[config.mk]
export PLATFORM = sky130hd
export DESIGN_NAME = apb_sysctl
export DESIGN_NICKNAME = d
export VERILOG_FILES = /design/src/rtl/sysctl_pkg.sv /design/src/rtl/sysctl_decode.sv /design/src/rtl/sysctl_pause.sv /design/src/rtl/sysctl_cause.sv /design/src/rtl/sysctl_rdmux.sv /design/src/rtl/apb_sysctl.sv
export SDC_FILE = /design/constraint.sdc
export NUM_CORES = 1
export LEC_CHECK = 0
export ABC_AREA = 0
export BUFFER_PORTS_ARGS = -buffer_cell sky130_fd_sc_hd__buf_2
export CAP_MARGIN = 0
export CORE_ASPECT_RATIO = 1.5
export CORE_UTILIZATION = 36
export DETAILED_ROUTE_END_ITERATION = 6
export PLACE_DENSITY = 0.75
export SLEW_MARGIN = 20
export SYNTH_ARGS = -nofsm -noshare
export SYNTH_HDL_FRONTEND = slang
export SYNTH_SLANG_ARGS = --single-unit
[constraint.sdc]
create_clock -name clk -period 0.8 [get_ports clk]
set_input_delay 0 -clock clk [delete_from_list [all_inputs] [get_ports clk]]
set_output_delay 0 -clock clk [all_outputs]
set_load 0.02 [all_outputs]
[src/rtl/sysctl_pkg.sv]
package sysctl_pkg;

   localparam int unsigned OFF_PAUSE   = 32'h00;
   localparam int unsigned OFF_IDENT   = 32'h10;
   localparam int unsigned OFF_MAPREL  = 32'h30;
   localparam int unsigned OFF_CAUSE   = 32'h40;
   localparam int unsigned OFF_CSET    = 32'h44;
   localparam int unsigned OFF_CCLR    = 32'h48;
   localparam int unsigned MIN_ADDR_W  = 7;

   typedef struct packed {
      logic pause;
      logic ident;
      logic maprel;
      logic cause;
      logic cset;
      logic cclr;
   } sysctl_hit_t;

endpackage

[src/rtl/sysctl_decode.sv]
module sysctl_decode
   import sysctl_pkg::*;
#(
   parameter int ADDR_W = 8
) (
   input  logic [ADDR_W-1:0] addr,
   output sysctl_hit_t       hit
);

   localparam logic [ADDR_W-1:0] A_PAUSE  = ADDR_W'(OFF_PAUSE);
   localparam logic [ADDR_W-1:0] A_IDENT  = ADDR_W'(OFF_IDENT);
   localparam logic [ADDR_W-1:0] A_MAPREL = ADDR_W'(OFF_MAPREL);
   localparam logic [ADDR_W-1:0] A_CAUSE  = ADDR_W'(OFF_CAUSE);
   localparam logic [ADDR_W-1:0] A_CSET   = ADDR_W'(OFF_CSET);
   localparam logic [ADDR_W-1:0] A_CCLR   = ADDR_W'(OFF_CCLR);

   logic [ADDR_W-3:0] word;
   assign word = addr[ADDR_W-1:2];

   always_comb begin
      hit        = '0;
      hit.pause  = (word == A_PAUSE[ADDR_W-1:2]);
      hit.ident  = (word == A_IDENT[ADDR_W-1:2]);
      hit.maprel = (word == A_MAPREL[ADDR_W-1:2]);
      hit.cause  = (word == A_CAUSE[ADDR_W-1:2]);
      hit.cset   = (word == A_CSET[ADDR_W-1:2]);
      hit.cclr   = (word == A_CCLR[ADDR_W-1:2]);
   end

   always_comb begin
      assert_onehot_hit_R9: assert ($onehot0(hit))
         else $error("more than one register decoded");
   end

endmodule

[src/rtl/sysctl_pause.sv]
module sysctl_pause (
   input  logic clk,
   input  logic rst_n,
   input  logic irq_fast_n,
   input  logic irq_norm_n,
   input  logic set_req,
   output logic pause
);

   logic release_n;
   logic pause_q;

   assign release_n = rst_n & irq_fast_n & irq_norm_n;

   always_ff @(posedge clk or negedge release_n) begin
      if (!release_n) pause_q <= 1'b0;
      else if (set_req) pause_q <= 1'b1;
   end

   assign pause = pause_q;

   assert_pause_set_R2: assert property (@(posedge clk) disable iff (!rst_n)
      (set_req && irq_fast_n && irq_norm_n) |=> (pause_q || !irq_fast_n || !irq_norm_n))
      else $error("pause write did not raise the flag");

   assert_pause_irq_clear_R3: assert property (@(posedge clk) disable iff (!rst_n)
      (!irq_fast_n || !irq_norm_n) |-> !pause_q)
      else $error("pause high while an interrupt is asserted");

   assert_pause_hold_R3: assert property (@(posedge clk) disable iff (!rst_n)
      pause_q |=> (pause_q || !irq_fast_n || !irq_norm_n || !$past(irq_fast_n)
                   || !$past(irq_norm_n)))
      else $error("pause dropped without an interrupt");

endmodule

[src/rtl/sysctl_cause.sv]
module sysctl_cause #(
   parameter int STAT_W = 8
) (
   input  logic              clk,
   input  logic              rst_n,
   input  logic              set_en,
   input  logic              clr_en,
   input  logic [STAT_W-1:0] wbits,
   output logic [STAT_W-1:0] cause
);

   localparam logic [STAT_W-1:0] SW_MASK = {{(STAT_W-1){1'b1}}, 1'b0};

   logic do_set;
   logic do_clr;

   assign do_set = set_en & ~clr_en;
   assign do_clr = clr_en & ~set_en;

   for (genvar gi = 0; gi < STAT_W; gi++) begin : g_bit
      logic bit_q;
      if (gi == 0) begin : g_por
         always_ff @(posedge clk or negedge rst_n) begin
            if (!rst_n) bit_q <= 1'b1;
            else if (do_clr && wbits[gi]) bit_q <= 1'b0;
         end
      end else begin : g_sw
         always_ff @(posedge clk or negedge rst_n) begin
            if (!rst_n) bit_q <= 1'b0;
            else if (do_set && wbits[gi]) bit_q <= 1'b1;
            else if (do_clr && wbits[gi]) bit_q <= 1'b0;
         end
      end
      assign cause[gi] = bit_q;
   end

   assert_cause_set_R5: assert property (@(posedge clk) disable iff (!rst_n)
      do_set |=> (cause == ($past(cause) | ($past(wbits) & SW_MASK))))
      else $error("set location misbehaved");

   assert_cause_clr_R6: assert property (@(posedge clk) disable iff (!rst_n)
      do_clr |=> (cause == ($past(cause) & ~$past(wbits))))
      else $error("clear location misbehaved");

   assert_por_bit_R6: assert property (@(posedge clk) disable iff (!rst_n)
      !cause[0] |=> !cause[0])
      else $error("power-on bit rose outside reset");

   assert_cause_idle_R9: assert property (@(posedge clk) disable iff (!rst_n)
      !(set_en || clr_en) |=> $stable(cause))
      else $error("cause register changed without a write");

endmodule

[src/rtl/sysctl_rdmux.sv]
module sysctl_rdmux
   import sysctl_pkg::*;
#(
   parameter int                DATA_W   = 32,
   parameter int                STAT_W   = 8,
   parameter logic [DATA_W-1:0] ID_VALUE = '0
) (
   input  logic              clk,
   input  logic              rst_n,
   input  logic              capture,
   input  sysctl_hit_t       hit,
   input  logic [STAT_W-1:0] cause,
   output logic [DATA_W-1:0] rdata
);

   logic [DATA_W-1:0] rd_next;
   logic [DATA_W-1:0] rd_q;
   logic [DATA_W-1:0] cause_ext;

   if (STAT_W == DATA_W) begin : g_full
      assign cause_ext = cause;
   end else begin : g_pad
      assign cause_ext = {{(DATA_W-STAT_W){1'b0}}, cause};
   end

   always_comb begin
      rd_next = '0;
      if (hit.ident) rd_next = ID_VALUE;
      if (hit.cause) rd_next = cause_ext;
   end

   always_ff @(posedge clk or negedge rst_n) begin
      if (!rst_n) rd_q <= '0;
      else if (capture) rd_q <= rd_next;
   end

   assign rdata = rd_q;

   assert_rdata_hold_R8: assert property (@(posedge clk) disable iff (!rst_n)
      !capture |=> $stable(rd_q))
      else $error("read data changed outside setup phase");

   assert_rdata_empty_R9: assert property (@(posedge clk) disable iff (!rst_n)
      (capture && !hit.ident && !hit.cause) |=> (rd_q == '0))
      else $error("non-readable location returned data");

endmodule

[src/rtl/apb_sysctl.sv]
module apb_sysctl
   import sysctl_pkg::*;
#(
   parameter int                ADDR_W   = 8,
   parameter int                DATA_W   = 32,
   parameter int                STAT_W   = 8,
   parameter logic [DATA_W-1:0] ID_VALUE = '0
) (
   input  logic              clk,
   input  logic              rst_n,
   input  logic              apb_sel,
   input  logic              apb_en,
   input  logic              apb_wr,
   input  logic [ADDR_W-1:0] apb_addr,
   input  logic [DATA_W-1:0] apb_wdata,
   output logic [DATA_W-1:0] apb_rdata,
   input  logic              irq_fast_n,
   input  logic              irq_norm_n,
   output logic              pause_o,
   output logic              remap_o
);

   if (ADDR_W < int'(MIN_ADDR_W)) begin : g_chk_addr
      $error("ADDR_W too narrow for the register map");
   end
   if (STAT_W < 1 || STAT_W > DATA_W) begin : g_chk_stat
      $error("STAT_W must lie between 1 and DATA_W");
   end

   sysctl_hit_t hit;
   logic        wr_cyc;
   logic        rd_setup;
   logic        remap_q;

   assign wr_cyc   = apb_sel & apb_en & apb_wr;
   assign rd_setup = apb_sel & ~apb_en & ~apb_wr;

   sysctl_decode #(.ADDR_W(ADDR_W)) u_decode (
      .addr (apb_addr),
      .hit  (hit)
   );

   sysctl_pause u_pause (
      .clk        (clk),
      .rst_n      (rst_n),
      .irq_fast_n (irq_fast_n),
      .irq_norm_n (irq_norm_n),
      .set_req    (wr_cyc & hit.pause),
      .pause      (pause_o)
   );

   logic [STAT_W-1:0] cause;

   sysctl_cause #(.STAT_W(STAT_W)) u_cause (
      .clk    (clk),
      .rst_n  (rst_n),
      .set_en (wr_cyc & hit.cset),
      .clr_en (wr_cyc & hit.cclr),
      .wbits  (apb_wdata[STAT_W-1:0]),
      .cause  (cause)
   );

   always_ff @(posedge clk or negedge rst_n) begin
      if (!rst_n) remap_q <= 1'b0;
      else if (wr_cyc && hit.maprel) remap_q <= 1'b1;
   end

   assign remap_o = remap_q;

   sysctl_rdmux #(
      .DATA_W   (DATA_W),
      .STAT_W   (STAT_W),
      .ID_VALUE (ID_VALUE)
   ) u_rdmux (
      .clk     (clk),
      .rst_n   (rst_n),
      .capture (rd_setup),
      .hit     (hit),
      .cause   (cause),
      .rdata   (apb_rdata)
   );

   assert_remap_sticky_R4: assert property (@(posedge clk) disable iff (!rst_n)
      remap_q |=> remap_q)
      else $error("remap flag fell without reset");

   assert_remap_cause_R4: assert property (@(posedge clk) disable iff (!rst_n)
      (!remap_q && !(apb_sel && apb_en && apb_wr && hit.maprel)) |=> !remap_q)
      else $error("remap flag rose without its write");

endmodule

==> reports/qor.yml <==
final_util_pct: 52.55
synth_top_area_share_pct: 37.44
synth-edff-count: 0
wl_per_cell_microns: 13.55
worstSetupEndpoint: "u_cause.g_bit[3].bit_q"
ys.flop_type: "dfrtp_1"
path_class: "input pin to register"
dieArea_sq_um: 3389
cts_tree: "yes"
crit_start: "apb_addr[7]"
finalMaxSlewViolations: 0
yosysTopAreaCell: "dfrtp_1"
multiInputGateArea_sq_um: 570.5
syn-mean-instance-area_sq_um: 10.24
cts_inserted_buffers: 3
status: "complete, but fails checks"
setup_ws_ps: -42.18
drc: 0
powerDensity_nw_per_um2: 1332
grt_pass1_vias: 892
ir_worst_vdd_uv: 780.8
grt_pass1_wl_microns: 3850
clock-sinks: 18
switching_share_pct: 26.81
grt_setup_unrepaired: "yes"
ys_ff_latch: 18
arrival_ps: 1000
clk_pin_slew_ps: 70
synthAdderAreaFrac_pct: 0
synth_compound_area_share_pct: 21.48
synth-seq-area-share_pct: 39.76
root_buffer: "clkbuf_8"
synth_cells: 111
nFillCells: 284
end_kind: "register"
area_growth_pct: 36.12
synth_top_family_by_area: "compound AO/OA/AOI/OAI gates"
final_nets: 208
finalHoldViolCount: 0
drt-pass1-iter-count: 4
synthTopCellsByCount: "buf_4, dfrtp_1, nand2_1"
yosys_warnings: 0
start_kind: "input pin"
boundaryPins: 81
cp_cell_sequence: "buf_6, nor4b_4, buf_6, a41oi_1, a221oi_2"
gr-total-overflow: 0
synth_xor_area_share_pct: 0
reg2reg_from: "u_cause.g_bit[0].bit_q"
syn_area_sq_um: 1136
finalInstanceArea_sq_um: 1546
antenna_left: 0
grt_usage_pct: 15.48
cts-htree-levels: 1
finalSetupViolCount: 7
critPathMaxStageDelay_ps: 370
synthSimpleGateAreaFrac_pct: 17.07
fin_crit_sh_pct: 105.3
rows: 24
grt_max_degree: 13
crit_fanout: 5
p_sw_mw: 0.5520
power.internal_mw: 1.507
violations: "setup timing"
fmax_mhz: 1187
power_frac_comb_pct: 19.2
insertion_delay_ps: 250
placed_cell_area_sq_um: 1285
cap_violations: 0
finalClockSkew_ps: 0.4541
ff2ff_path_depth: 2
portBuffers: 30
core_sq_um: 2943
cp.required_ps: 960
min_period_ps: 842.2
via_per_inst: 4.719
holdCritPathClass: "input pin to register"
wirelength_microns: 2697
synth_mux_area_share_pct: 0
num_antenna_cells: 0
clkPwrFrac_pct: 35.4
power_mw: 2.059
initial_utilization_pct: 38.61
drive_above_1_share_pct: 45.63
yosysUniqueCellTypes: 27
fp.dieW_microns: 47.87
power_frac_seq_pct: 45.3
timing.rr.end: "u_rdmux.rdata[0]"
drt_iter0_markers: 29
clock_path_buffers: 2
synthTopCellsByArea: "dfrtp_1, buf_4, a41oi_1"
yosysMostFrequentCell: "buf_4"
p_leak_nw: 0.7669
reg2reg_slack_ps: -30
place_congestion: 0.7644
antenna_found_initial: 0
synthArstFlopShare_pct: 100.0
num_vias: 939
place_hpwl_microns: 1939
seqCellArea_sq_um: 451.7
die_h_microns: 70.80
crit_slowest_cell: "nor4b_4"
critical_path.most_common_cell: "buf_6"
## layout make-up
cell class / instances / area share, %
multi-input cells: 82 / 36.89
inverters: 4 / 0.9709
well taps: 39 / 3.155
flip-flops and latches: 18 / 29.21
repair buffers: 52 / 26.21
clock buffers: 4 / 3.560
## state kept, by name (all words and copies together), names as in the netlist
signal               count
u_rdmux.rdata            8
remap_o                  1
u_pause.pause            1
u_cause.g_bit.bit_q      8
## cell usage in the layout (no fill, tap or decap), types with 3 or more instances in the layout
cell and count:
conb_1 24, buf_2 18, dfrtp_1 17, buf_4 16, buf_6 12, nand2_1 11, dlygate4sd3_1 6, nor2_1 5
o21ai_1 4, a41oi_2 4, nor2b_1 4, clkbuf_8 4, and3_1 3, inv_1 3, o31ai_2 3, and2_4 3
a221oi_2 3, a41oi_1 3
## timing repair
action | 4_1_cts | 5_1_grt
setup buffers | 1 | 5
pin swaps | 1 | 3
hold endpoints to repair | 21 | 0
setup endpoints to repair | 6 | 22
gates resized for setup | 5 | 24
cloned | 0 | 1
hold buffers | 6 | 0
## per-stage QoR
| stage | cells | setup slack [ps] | setup TNS (ps) | hold slack, ps |
|---|---|---|---|---|
| finish | 199 | -42.18 | -178.5 | 9.164 |
| global placement | 182 | -251.5 | -2942 | -126.9 |
| CTS | 193 | -33.68 | -33.68 | 65.83 |
| floorplan | 134 | -27.25 | -162.3 | -295.6 |
| detailed placement | 182 | -262.6 | -3330 | -122.5 |
| global route | 199 | -70.56 | -604.9 | 22.67 |
## worst min-delay path by stage
stage                      from               end  slack [ps]  cells after the start
floorplan                 rst_n           remap_o        -300                      0
global placement          rst_n  u_rdmux.rdata[0]        -130                      1
detailed placement        rst_n  u_rdmux.rdata[7]        -120                      1
CTS                 apb_addr[4]           remap_o          70                      2
global route        apb_addr[4]           remap_o          20                      2
finish              apb_addr[4]           remap_o           9                      2
## worst max-delay path, delay by kind of cell
| family | cells | cell delay (ps) |
|---|---|---|
| buffers and inverters | 2 | 300 |
| AOI/OAI and AO/OA | 2 | 340 |
| and+or+nand+nor | 1 | 370 |
## layer usage
metal | up-vias | wire [microns] | global-route usage (%)
met5 | - | 0 | 0
met4 | 0 | 49 | 3.395
met3 | 6 | 129 | 1.786
met2 | 41 | 1561 | 29.73
met1 | 451 | 957 | 16.51
li1 | 441 | - | -
## power by group through the flow
stage	logic (mW)	registers [mW]	clock network (mW)
4_1_cts	0.372	0.932	0.740
6_report	0.396	0.933	0.730
3_5_place_dp	0.341	0.948	0
3_3_place_gp	0.331	0.947	0
2_1_floorplan	0.295	0.959	0
5_1_grt	0.423	0.934	0.780
## logic make-up after synthesis
kind of cell	count (synthesis)
flops	18
buf+inv	34
compound gates	25
other cells	1
simple gates	33
No activity file was read; power rests on OpenSTA's default activity.
